[src/rtl/pwrup_cfg_pkg.sv]
package pwrup_cfg_pkg;

  typedef enum logic [1:0] {
    HPF_NONE = 2'b00,
    HPF_VCH  = 2'b01,
    HPF_ICH  = 2'b10
  } hpf_mode_e;

  typedef enum logic [1:0] {
    ST_SETTLE   = 2'b00,
    ST_PROBE_HI = 2'b01,
    ST_PROBE_LO = 2'b10,
    ST_RUN      = 2'b11
  } seq_state_e;

  localparam int GAIN_W = 8;

  function automatic logic [GAIN_W-1:0] gain_mult(input logic [1:0] code);
    logic [GAIN_W-1:0] m;
    case (code)
      2'b00:   m = GAIN_W'(10);
      2'b01:   m = GAIN_W'(50);
      2'b10:   m = GAIN_W'(100);
      default: m = GAIN_W'(150);
    endcase
    return m;
  endfunction

  // Pin followed the probe in both windows -> wired to calibration output.
  function automatic hpf_mode_e hpf_decode(input logic seen_hi, input logic seen_lo);
    hpf_mode_e m;
    if (seen_hi && !seen_lo)  m = HPF_ICH;
    else if (seen_lo)         m = HPF_NONE;
    else                      m = HPF_VCH;
    return m;
  endfunction

endpackage

[src/rtl/cfg_sync.sv]
module cfg_sync #(
  parameter int   STAGES  = 2,
  parameter int   WIDTH   = 1,
  parameter logic RST_VAL = 1'b0
) (
  input  logic             clk,
  input  logic             arst_n,
  input  logic [WIDTH-1:0] d,
  output logic [WIDTH-1:0] q
);

  for (genvar b = 0; b < WIDTH; b++) begin : g_bit
    logic [STAGES-1:0] chain_q;
    logic [STAGES-1:0] chain_d;

    always_comb begin
      chain_d = {chain_q[STAGES-2:0], d[b]};
    end

    always_ff @(posedge clk or negedge arst_n) begin
      if (!arst_n) chain_q <= {STAGES{RST_VAL}};
      else         chain_q <= chain_d;
    end

    assign q[b] = chain_q[STAGES-1];
  end

endmodule

[src/rtl/cfg_seq.sv]
module cfg_seq
  import pwrup_cfg_pkg::*;
#(
  parameter int SETTLE_CYC = 8,
  parameter int PROBE_LEN  = 3
) (
  input  logic clk,
  input  logic rst_n,
  output logic probe_en,
  output logic probe_lvl,
  output logic cap_cfg,
  output logic cap_hi,
  output logic cap_lo,
  output logic run_en
);

  localparam int CNT_MAX = (SETTLE_CYC > PROBE_LEN) ? SETTLE_CYC : PROBE_LEN;
  localparam int CNT_W   = $clog2(CNT_MAX + 1);
  localparam logic [CNT_W-1:0] SETTLE_LAST = CNT_W'(SETTLE_CYC - 1);
  localparam logic [CNT_W-1:0] PROBE_LAST  = CNT_W'(PROBE_LEN - 1);

  seq_state_e       state_q, state_d;
  logic [CNT_W-1:0] cnt_q, cnt_d;
  logic             cnt_en;

  always_comb begin
    state_d = state_q;
    cnt_d   = cnt_q + 1'b1;
    cnt_en  = 1'b1;
    cap_cfg = 1'b0;
    cap_hi  = 1'b0;
    cap_lo  = 1'b0;
    case (state_q)
      ST_SETTLE: begin
        if (cnt_q == SETTLE_LAST) begin
          state_d = ST_PROBE_HI;
          cnt_d   = '0;
          cap_cfg = 1'b1;
        end
      end
      ST_PROBE_HI: begin
        if (cnt_q == PROBE_LAST) begin
          state_d = ST_PROBE_LO;
          cnt_d   = '0;
          cap_hi  = 1'b1;
        end
      end
      ST_PROBE_LO: begin
        if (cnt_q == PROBE_LAST) begin
          state_d = ST_RUN;
          cnt_d   = '0;
          cap_lo  = 1'b1;
        end
      end
      default: begin
        cnt_en = 1'b0;
        cnt_d  = cnt_q;
      end
    endcase
  end

  always_ff @(posedge clk or negedge rst_n) begin
    if (!rst_n) state_q <= ST_SETTLE;
    else        state_q <= state_d;
  end

  always_ff @(posedge clk or negedge rst_n) begin
    if (!rst_n)      cnt_q <= '0;
    else if (cnt_en) cnt_q <= cnt_d;
  end

  assign probe_en  = (state_q == ST_PROBE_HI) || (state_q == ST_PROBE_LO);
  assign probe_lvl = (state_q == ST_PROBE_HI);
  assign run_en    = (state_q == ST_RUN);

endmodule

[src/rtl/cfg_latch.sv]
module cfg_latch
  import pwrup_cfg_pkg::*;
(
  input  logic              clk,
  input  logic              rst_n,
  input  logic              cap_cfg,
  input  logic              cap_hi,
  input  logic              cap_lo,
  input  logic [1:0]        gain_sel,
  input  logic [2:0]        rate_sel,
  input  logic              hpf_s,
  output logic [GAIN_W-1:0] gain_x,
  output logic [2:0]        rate,
  output logic [1:0]        hpf
);

  logic [GAIN_W-1:0] gain_q;
  logic [2:0]        rate_q;
  logic              seen_hi_q;
  hpf_mode_e         hpf_q, hpf_d;

  always_comb begin
    hpf_d = hpf_decode(seen_hi_q, hpf_s);
  end

  always_ff @(posedge clk or negedge rst_n) begin
    if (!rst_n) begin
      gain_q <= '0;
      rate_q <= '0;
    end else if (cap_cfg) begin
      gain_q <= gain_mult(gain_sel);
      rate_q <= rate_sel;
    end
  end

  always_ff @(posedge clk or negedge rst_n) begin
    if (!rst_n)      seen_hi_q <= 1'b0;
    else if (cap_hi) seen_hi_q <= hpf_s;
  end

  always_ff @(posedge clk or negedge rst_n) begin
    if (!rst_n)      hpf_q <= HPF_NONE;
    else if (cap_lo) hpf_q <= hpf_d;
  end

  assign gain_x = gain_q;
  assign rate   = rate_q;
  assign hpf    = hpf_q;

endmodule

[src/rtl/pwrup_cfg_ctrl.sv]
module pwrup_cfg_ctrl
  import pwrup_cfg_pkg::*;
#(
  parameter int SYNC_STAGES = 2,
  parameter int SETTLE_CYC  = 8
) (
  input  logic        clk,
  input  logic        supply_ok,
  input  logic        ext_rst_n,
  input  logic [1:0]  gain_sel,
  input  logic [2:0]  rate_sel,
  input  logic        hpf_pin,
  output logic        cal_probe_en,
  output logic        cal_probe_lvl,
  output logic [7:0]  cfg_gain_x,
  output logic [2:0]  cfg_rate,
  output logic [1:0]  cfg_hpf,
  output logic        run_en
);

  // Each probe level is held until the synchronised pin reflects it.
  localparam int PROBE_LEN = SYNC_STAGES + 1;

  logic arst_n;
  logic rst_sync_n;
  logic hpf_s;
  logic cap_cfg, cap_hi, cap_lo;

  assign arst_n = supply_ok & ext_rst_n;

  cfg_sync #(.STAGES(SYNC_STAGES), .WIDTH(1), .RST_VAL(1'b0)) u_rst_sync (
    .clk    (clk),
    .arst_n (arst_n),
    .d      (1'b1),
    .q      (rst_sync_n)
  );

  cfg_sync #(.STAGES(SYNC_STAGES), .WIDTH(1), .RST_VAL(1'b0)) u_hpf_sync (
    .clk    (clk),
    .arst_n (rst_sync_n),
    .d      (hpf_pin),
    .q      (hpf_s)
  );

  cfg_seq #(.SETTLE_CYC(SETTLE_CYC), .PROBE_LEN(PROBE_LEN)) u_seq (
    .clk       (clk),
    .rst_n     (rst_sync_n),
    .probe_en  (cal_probe_en),
    .probe_lvl (cal_probe_lvl),
    .cap_cfg   (cap_cfg),
    .cap_hi    (cap_hi),
    .cap_lo    (cap_lo),
    .run_en    (run_en)
  );

  cfg_latch u_latch (
    .clk      (clk),
    .rst_n    (rst_sync_n),
    .cap_cfg  (cap_cfg),
    .cap_hi   (cap_hi),
    .cap_lo   (cap_lo),
    .gain_sel (gain_sel),
    .rate_sel (rate_sel),
    .hpf_s    (hpf_s),
    .gain_x   (cfg_gain_x),
    .rate     (cfg_rate),
    .hpf      (cfg_hpf)
  );

endmodule

[config.mk]
export PLATFORM = sky130hd
export DESIGN_NAME = pwrup_cfg_ctrl
export DESIGN_NICKNAME = d
export VERILOG_FILES = /design/src/rtl/pwrup_cfg_pkg.sv /design/src/rtl/cfg_sync.sv /design/src/rtl/cfg_seq.sv /design/src/rtl/cfg_latch.sv /design/src/rtl/pwrup_cfg_ctrl.sv
export SDC_FILE = /design/constraint.sdc
export NUM_CORES = 1
export LEC_CHECK = 0
export BUFFER_PORTS_ARGS = -buffer_cell sky130_fd_sc_hd__buf_2
export CAP_MARGIN = 5
export CORE_ASPECT_RATIO = 1.4
export CORE_MARGIN = 5
export CORE_UTILIZATION = 56
export DETAILED_ROUTE_END_ITERATION = 12
export GPL_ROUTABILITY_DRIVEN = 0
export PLACE_DENSITY = 0.79
export SLEW_MARGIN = 20
export SYNTH_ARGS = -nofsm -noshare
export SYNTH_HDL_FRONTEND = slang
export SYNTH_SLANG_ARGS = --single-unit
[constraint.sdc]
create_clock -name clk -period 2.6 [get_ports clk]
set_input_delay 0.26 -clock clk [delete_from_list [all_inputs] [get_ports clk]]
set_output_delay 0.26 -clock clk [all_outputs]
set_load 0.05 [all_outputs]
==> results of run 1 <==
layer usage:
metal  routed length (um)  track usage, %  vias to the layer above
li1                     -               -                      354
met1                  796           15.76                      328
met2                  963           22.39                       13
met3                   62           2.358                        2
met4                   25           6.228                        0
met5                    0               0                        -
report_power, final:
part | leakage, nW | internal (mW) | switching, mW
clock network | 0.0150 | 0.0597 | 0.0942
logic | 0.432 | 0.0261 | 0.0585
registers | 0.278 | 0.372 | 0.0132
total | 0.725 | 0.458 | 0.166
stage by stage:
| stage | util [%] | area [um2] |
|---|---|---|
| after floorplan | - | 1151 |
| after global placement | 64.55 | 1274 |
| after detailed placement | 64.55 | 1274 |
| after CTS | 66.90 | 1320 |
| after global routing | 66.90 | 1320 |
| final | 66.90 | 1320 |
critical path: cells and delay by family (launching register included):
kind                     cells  cell delay, ns
flip-flops                   1            0.44
adder cells (fa/ha/maj)      1            0.38
buffers and inverters        2            0.39
final timing paths:
kind	startpoint	end	slack, ns	cells past startpoint
min	hpf_pin	u_hpf_sync.g_bit[0].chain_q[0]$_DFF_PN0_	0.07	1
max	u_seq.state_q[0]$_DFFE_PN0P_	cal_probe_en	0.84	3
min in group asynchronous	u_rst_sync.g_bit[0].chain_q[1]$_DFF_PN0_	u_seq.cnt_q[3]$_DFFE_PN0P_	0.34	0
max reg2reg	u_seq.state_q[0]$_DFFE_PN0P_	u_seq.cnt_q[0]$_DFFE_PN0P_	1.07	5
min reg2reg	u_rst_sync.g_bit[0].chain_q[1]$_DFF_PN0_	u_seq.cnt_q[3]$_DFFE_PN0P_	0.34	0
max in group asynchronous	ext_rst_n	u_rst_sync.g_bit[0].chain_q[1]$_DFF_PN0_	1.58	4
Yosys cell counts (2+ instances only):
master / count
a21oi_1: 4
conb_1: 2
dfrtp_1: 23
ha_1: 13
inv_1: 6
mux2_2: 8
mux2_4: 4
mux2i_1: 2
nand2_1: 7
nand3b_1: 2
nor2_1: 4
nor2b_1: 2
o21ai_0: 4
area by class of cell:
type	instances	area (um2)
fill	161	653.1
clock buffer	4	26.28
inverter	6	22.52
tap	21	26.28
sequential	23	575.6
timing repair buffer	25	135.1
multi-input combinational	60	534.3
sequential cells by signal (all words and copies together), names as in the netlist:
name	flops
u_latch.seen_hi_q	1
u_latch.rate	3
u_seq.cnt_q	4
u_hpf_sync.g_bit.chain_q	2
u_latch.gain_x	7
u_rst_sync.g_bit.chain_q	2
u_seq.state_q	2
u_latch.hpf	2
cell families after synthesis:
family,count (synthesis),synth area share [%]
flip-flops,23,50.00
adder cells (fa/ha/maj),13,14.13
buffers and inverters,8,3.587
AO/OA/AOI/OAI,11,5.870
AND/OR/NAND/NOR,20,10.98
multiplexers,14,14.78
other,2,0.6524
==> results.yml, run 1 <==
logic_synthesis:
  avgSynthCellArea_um2: 12.65
  yosys.area.top_type_share_pct: 50.00
  netlist_area_um2: 1151
  ys_ff_latch: 23
  async_reset_ff_share_pct: 100.0
  synth-edff-count: 0
  syn_inst: 91
  ys_warn_count: 0
  synth_area_leader_cell: "dfrtp_1"
  seq_area_frac_synth_pct: 50.00
  synth_area_leaders: "dfrtp_1, ha_1, mux2_2"
  synth_nets: 113
  post_synth_num_cell_types: 23
  ys.flop_type: "dfrtp_1"
placement:
  post-dp-hpwl_mm: 1.496
  place_ws_ns: 1.071
  placed_cells: 133
  port_buffers: 23
critical_path:
  path_max_fanout: 5
  crit_chain: "inv_1, ha_1, buf_2"
  worstSetupPathType: "reg -> out"
  cp_data_arrival_time_ns: 1.50
  cp_slowest_stage_delay_ns: 0.44
  worst_setup_path_end_kind: "output port"
  cp.required_ns: 2.34
  slowest_stage: "dfrtp_1"
  critPathLaunchType: "flip-flop"
power:
  power_uw: 624.1
  ir_drop_v: 0.0004104
  p_leak_nw: 0.7253
  power_density_nw_per_um2: 472.8
floorplanning:
  dieArea_um2: 3075
  coreArea_um2: 1973
  io_pins: 25
  dieWidth_um: 48.32
  num_rows: 19
  fp.dieH_um: 63.65
  initial_core_util_pct: 58.34
status:
  outcome: "complete, no violations"
sta:
  drv_slew: 0
  rsz0062_at_grt: "false"
  setup_tns_ns: 0
  fmax_mhz: 568.7
  fin_skew_ns: 0.007582
  worst_pin_slew_ns: 0.8137
  fin_crit_sh_pct: 67.63
  max-slew-margin-rel_pct: 45.75
  hold_viol: 0
  postLayoutSetupSlackWorst_ns: 0.8417
  setup_viol: 0
  layout_min_cycle_time_ns: 1.758
  hold-worst-slack_ns: 0.06529
min_path:
  hold_path.class: "in -> reg"
clock_network:
  tritoncts: "yes"
  clock_sinks: 23
  ctsHoldBuffers: 2
  cts_setup_buffers: 0
  clock-root-buffer: "clkbuf_4"
  post_cts_resized: 0
  clkSlewWorstSetupHoldPaths_ns: 0.11
  cts_made_buffers: 3
  ctsHtreeMaxLevel: 1
  clock_path_buffers: 2
  worst_skew_pair.late_latency_ns: 0.30
detailed_routing:
  wire_per_inst_um: 13.29
  drt_iter0_drc: 1
  drc: 0
  viasPerCell: 5.014
  num_vias: 697
  drtAntennaViolNets: 0
  wl_mm: 1.848
  first_pass_iters: 2
global_routing:
  grt_overflow: 0
  grt_use_total_pct: 13.19
  grt_pass1_wl_mm: 3.249
  grt_pass1_vias: 717
  grt_antenna_before_repair: 0
  grt_max_degree: 22
cells_and_area:
  area_growth_pct: 14.67
  final_cell_mix: "buf_2, dfrtp_1, ha_1"
  antenna_cells: 0
  drive_gt1_share_pct: 35.59
  stdcell_count: 139
  nNetsFinal: 141
flow_run:
  cap_violations: 0
Note: power is estimated with default switching activity, not from simulation.
==> inputs of run 2 (changes only) <==
- CORE_UTILIZATION: 56 -> 52
- PLACE_DENSITY: 0.79 -> 0.74
- clock period: 2.6 -> 1.7 ns (I/O delays scaled with it)
==> results.yml, run 2 (synthesized netlist as in run 1, its figures left out) <==
clock_network:
  clock_path_buffers: 2
  clock_sinks: 23
  clock-root-buffer: "clkbuf_4"
  worst_skew_pair.late_latency_ns: 0.30
  tritoncts: "yes"
  clkSlewWorstSetupHoldPaths_ns: 0.13
  ctsHtreeMaxLevel: 1
  cts_made_buffers: 3
cells_and_area:
  area_growth_pct: 17.28
  largest_reg_flops: 7
  final_cell_mix: "dfrtp_1, buf_2, ha_1"
  drive_gt1_share_pct: 37.19
  antenna_cells: 0
  final_common_cell: "dfrtp_1"
  final_area_um2: 1350
  nNetsFinal: 144
critical_path:
  worst_setup_path_end_kind: "output port"
  cp.required_ns: 1.53
  worstSetupPathType: "reg -> out"
  rr_startpoint: "u_seq.state_q[1]$_DFFE_PN0P_"
  crit_start: "u_seq.state_q[1]$_DFFE_PN0P_"
  critPathLaunchType: "flip-flop"
  path_max_fanout: 5
  cp_data_arrival_time_ns: 1.45
global_routing:
  grt_pass1_wl_mm: 3.346
  grt_pass1_vias: 739
  grt_antenna_before_repair: 0
  grt_max_degree: 16
  grt_use_total_pct: 13.23
  grt_overflow: 0
min_path:
  hold_path.class: "in -> reg"
  min_from: "rate_sel[1]"
placement:
  port_buffers: 23
  placed_area_um2: 1282
  post-dp-hpwl_mm: 1.502
floorplanning:
  dieArea_um2: 3268
  initial_core_util_pct: 53.49
  coreArea_um2: 2152
  num_rows: 20
  fp.dieH_um: 65.67
  io_pins: 25
  dieWidth_um: 49.77
detailed_routing:
  drc: 0
  first_pass_iters: 4
  wl_mm: 1.892
  drtAntennaViolNets: 0
  num_vias: 725
  viasPerCell: 5.070
  drt_iter0_drc: 13
  wire_per_inst_um: 13.23
sta:
  drv_slew: 0
  setup_tns_ns: 0
  fin_skew_ns: 0.008363
  rsz0062_at_grt: "false"
  layout_min_cycle_time_ns: 1.617
  hold_viol: 0
  fmax_mhz: 618.5
  setup_viol: 0
  fin_crit_sh_pct: 95.10
flow_run:
  cap_violations: 0
status:
  outcome: "complete, no violations"
power:
  ir_drop_v: 0.0005430
  p_leak_nw: 0.7405
  power_density_nw_per_um2: 717.4
  power_uw: 968.5
-- run 2: cell count changes in the layout (fill, tap and decap cells not counted) --
| cell | before | now |
|---|---|---|
| buf_4 | 0 | 2 |
| buf_2 | 23 | 22 |
| clkbuf_1 | 1 | 0 |
| clkbuf_4 | 3 | 4 |
| clkinv_2 | 0 | 1 |
| dlygate4sd3_1 | 2 | 3 |
-- run 2: through the flow --
step,hold WS (ns),worst slack [ns],util (%),instances
after detailed placement,0.06567,0.1908,59.59,135
after floorplan,-0.02373,0.07708,-,91
after global routing,0.06273,0.001461,62.73,143
after global placement,0.05751,0.2519,59.59,135
final,0.08273,0.08331,62.73,143
after CTS,0.07575,0.02059,62.27,142
-- run 2: final cells by class --
class | instances | area, um2
fillers | 180 | 802.0
well taps | 22 | 27.53
repair buffers | 28 | 162.7
multi-input cells | 60 | 534.3
inverters | 6 | 22.52
clock inverters | 1 | 5.005
clock buffers | 3 | 22.52
flip-flops and latches | 23 | 575.6
-- run 2: what timing repair did --
item	4_1_cts	5_1_grt
hold buffers	3	0
buffers inserted	0	1
setup endpoints to repair	0	1
resized for setup	0	1
endpoints found under the hold margin	3	0
-- run 2: critical path, stage by stage, from the launching register on --
cell and delay (ns):
dfrtp_1 0.42, inv_1 0.10, ha_1 0.36, clkbuf_4 0.26
-- run 2: final timing paths --
| kind | slack [ns] | depth (start not counted) | end |
|---|---|---|---|
| max | 0.08 | 3 | cal_probe_en |
| min | 0.08 | 2 | u_latch.rate[1]$_DFFE_PN0P_ |
| max reg2reg | 0.19 | 4 | u_latch.gain_x[7]$_DFFE_PN0P_ |
| min reg2reg | 0.12 | 0 | u_hpf_sync.g_bit[0].chain_q[0]$_DFF_PN0_ |
| max in group asynchronous | 0.78 | 4 | u_rst_sync.g_bit[0].chain_q[1]$_DFF_PN0_ |
| min in group asynchronous | 0.12 | 0 | u_hpf_sync.g_bit[0].chain_q[0]$_DFF_PN0_ |
-- run 2: report_power, final --
| group | switching [mW] | total (mW) | internal, mW |
|---|---|---|---|
| clock | 0.158 | 0.246 | 0.0877 |
| combinational | 0.0966 | 0.139 | 0.0429 |
| sequential | 0.0137 | 0.583 | 0.570 |
| total | 0.268 | 0.968 | 0.700 |
-- run 2: routing by layer --
layer	wire [um]	part of all wire [%]	vias up	track usage, %
met5	0	0	-	0
met3	74	3.9	2	2.948
li1	-	-	361	-
met1	759	40	351	16.15
met2	1034	55	11	21.97
met4	23	1.2	0	5.902
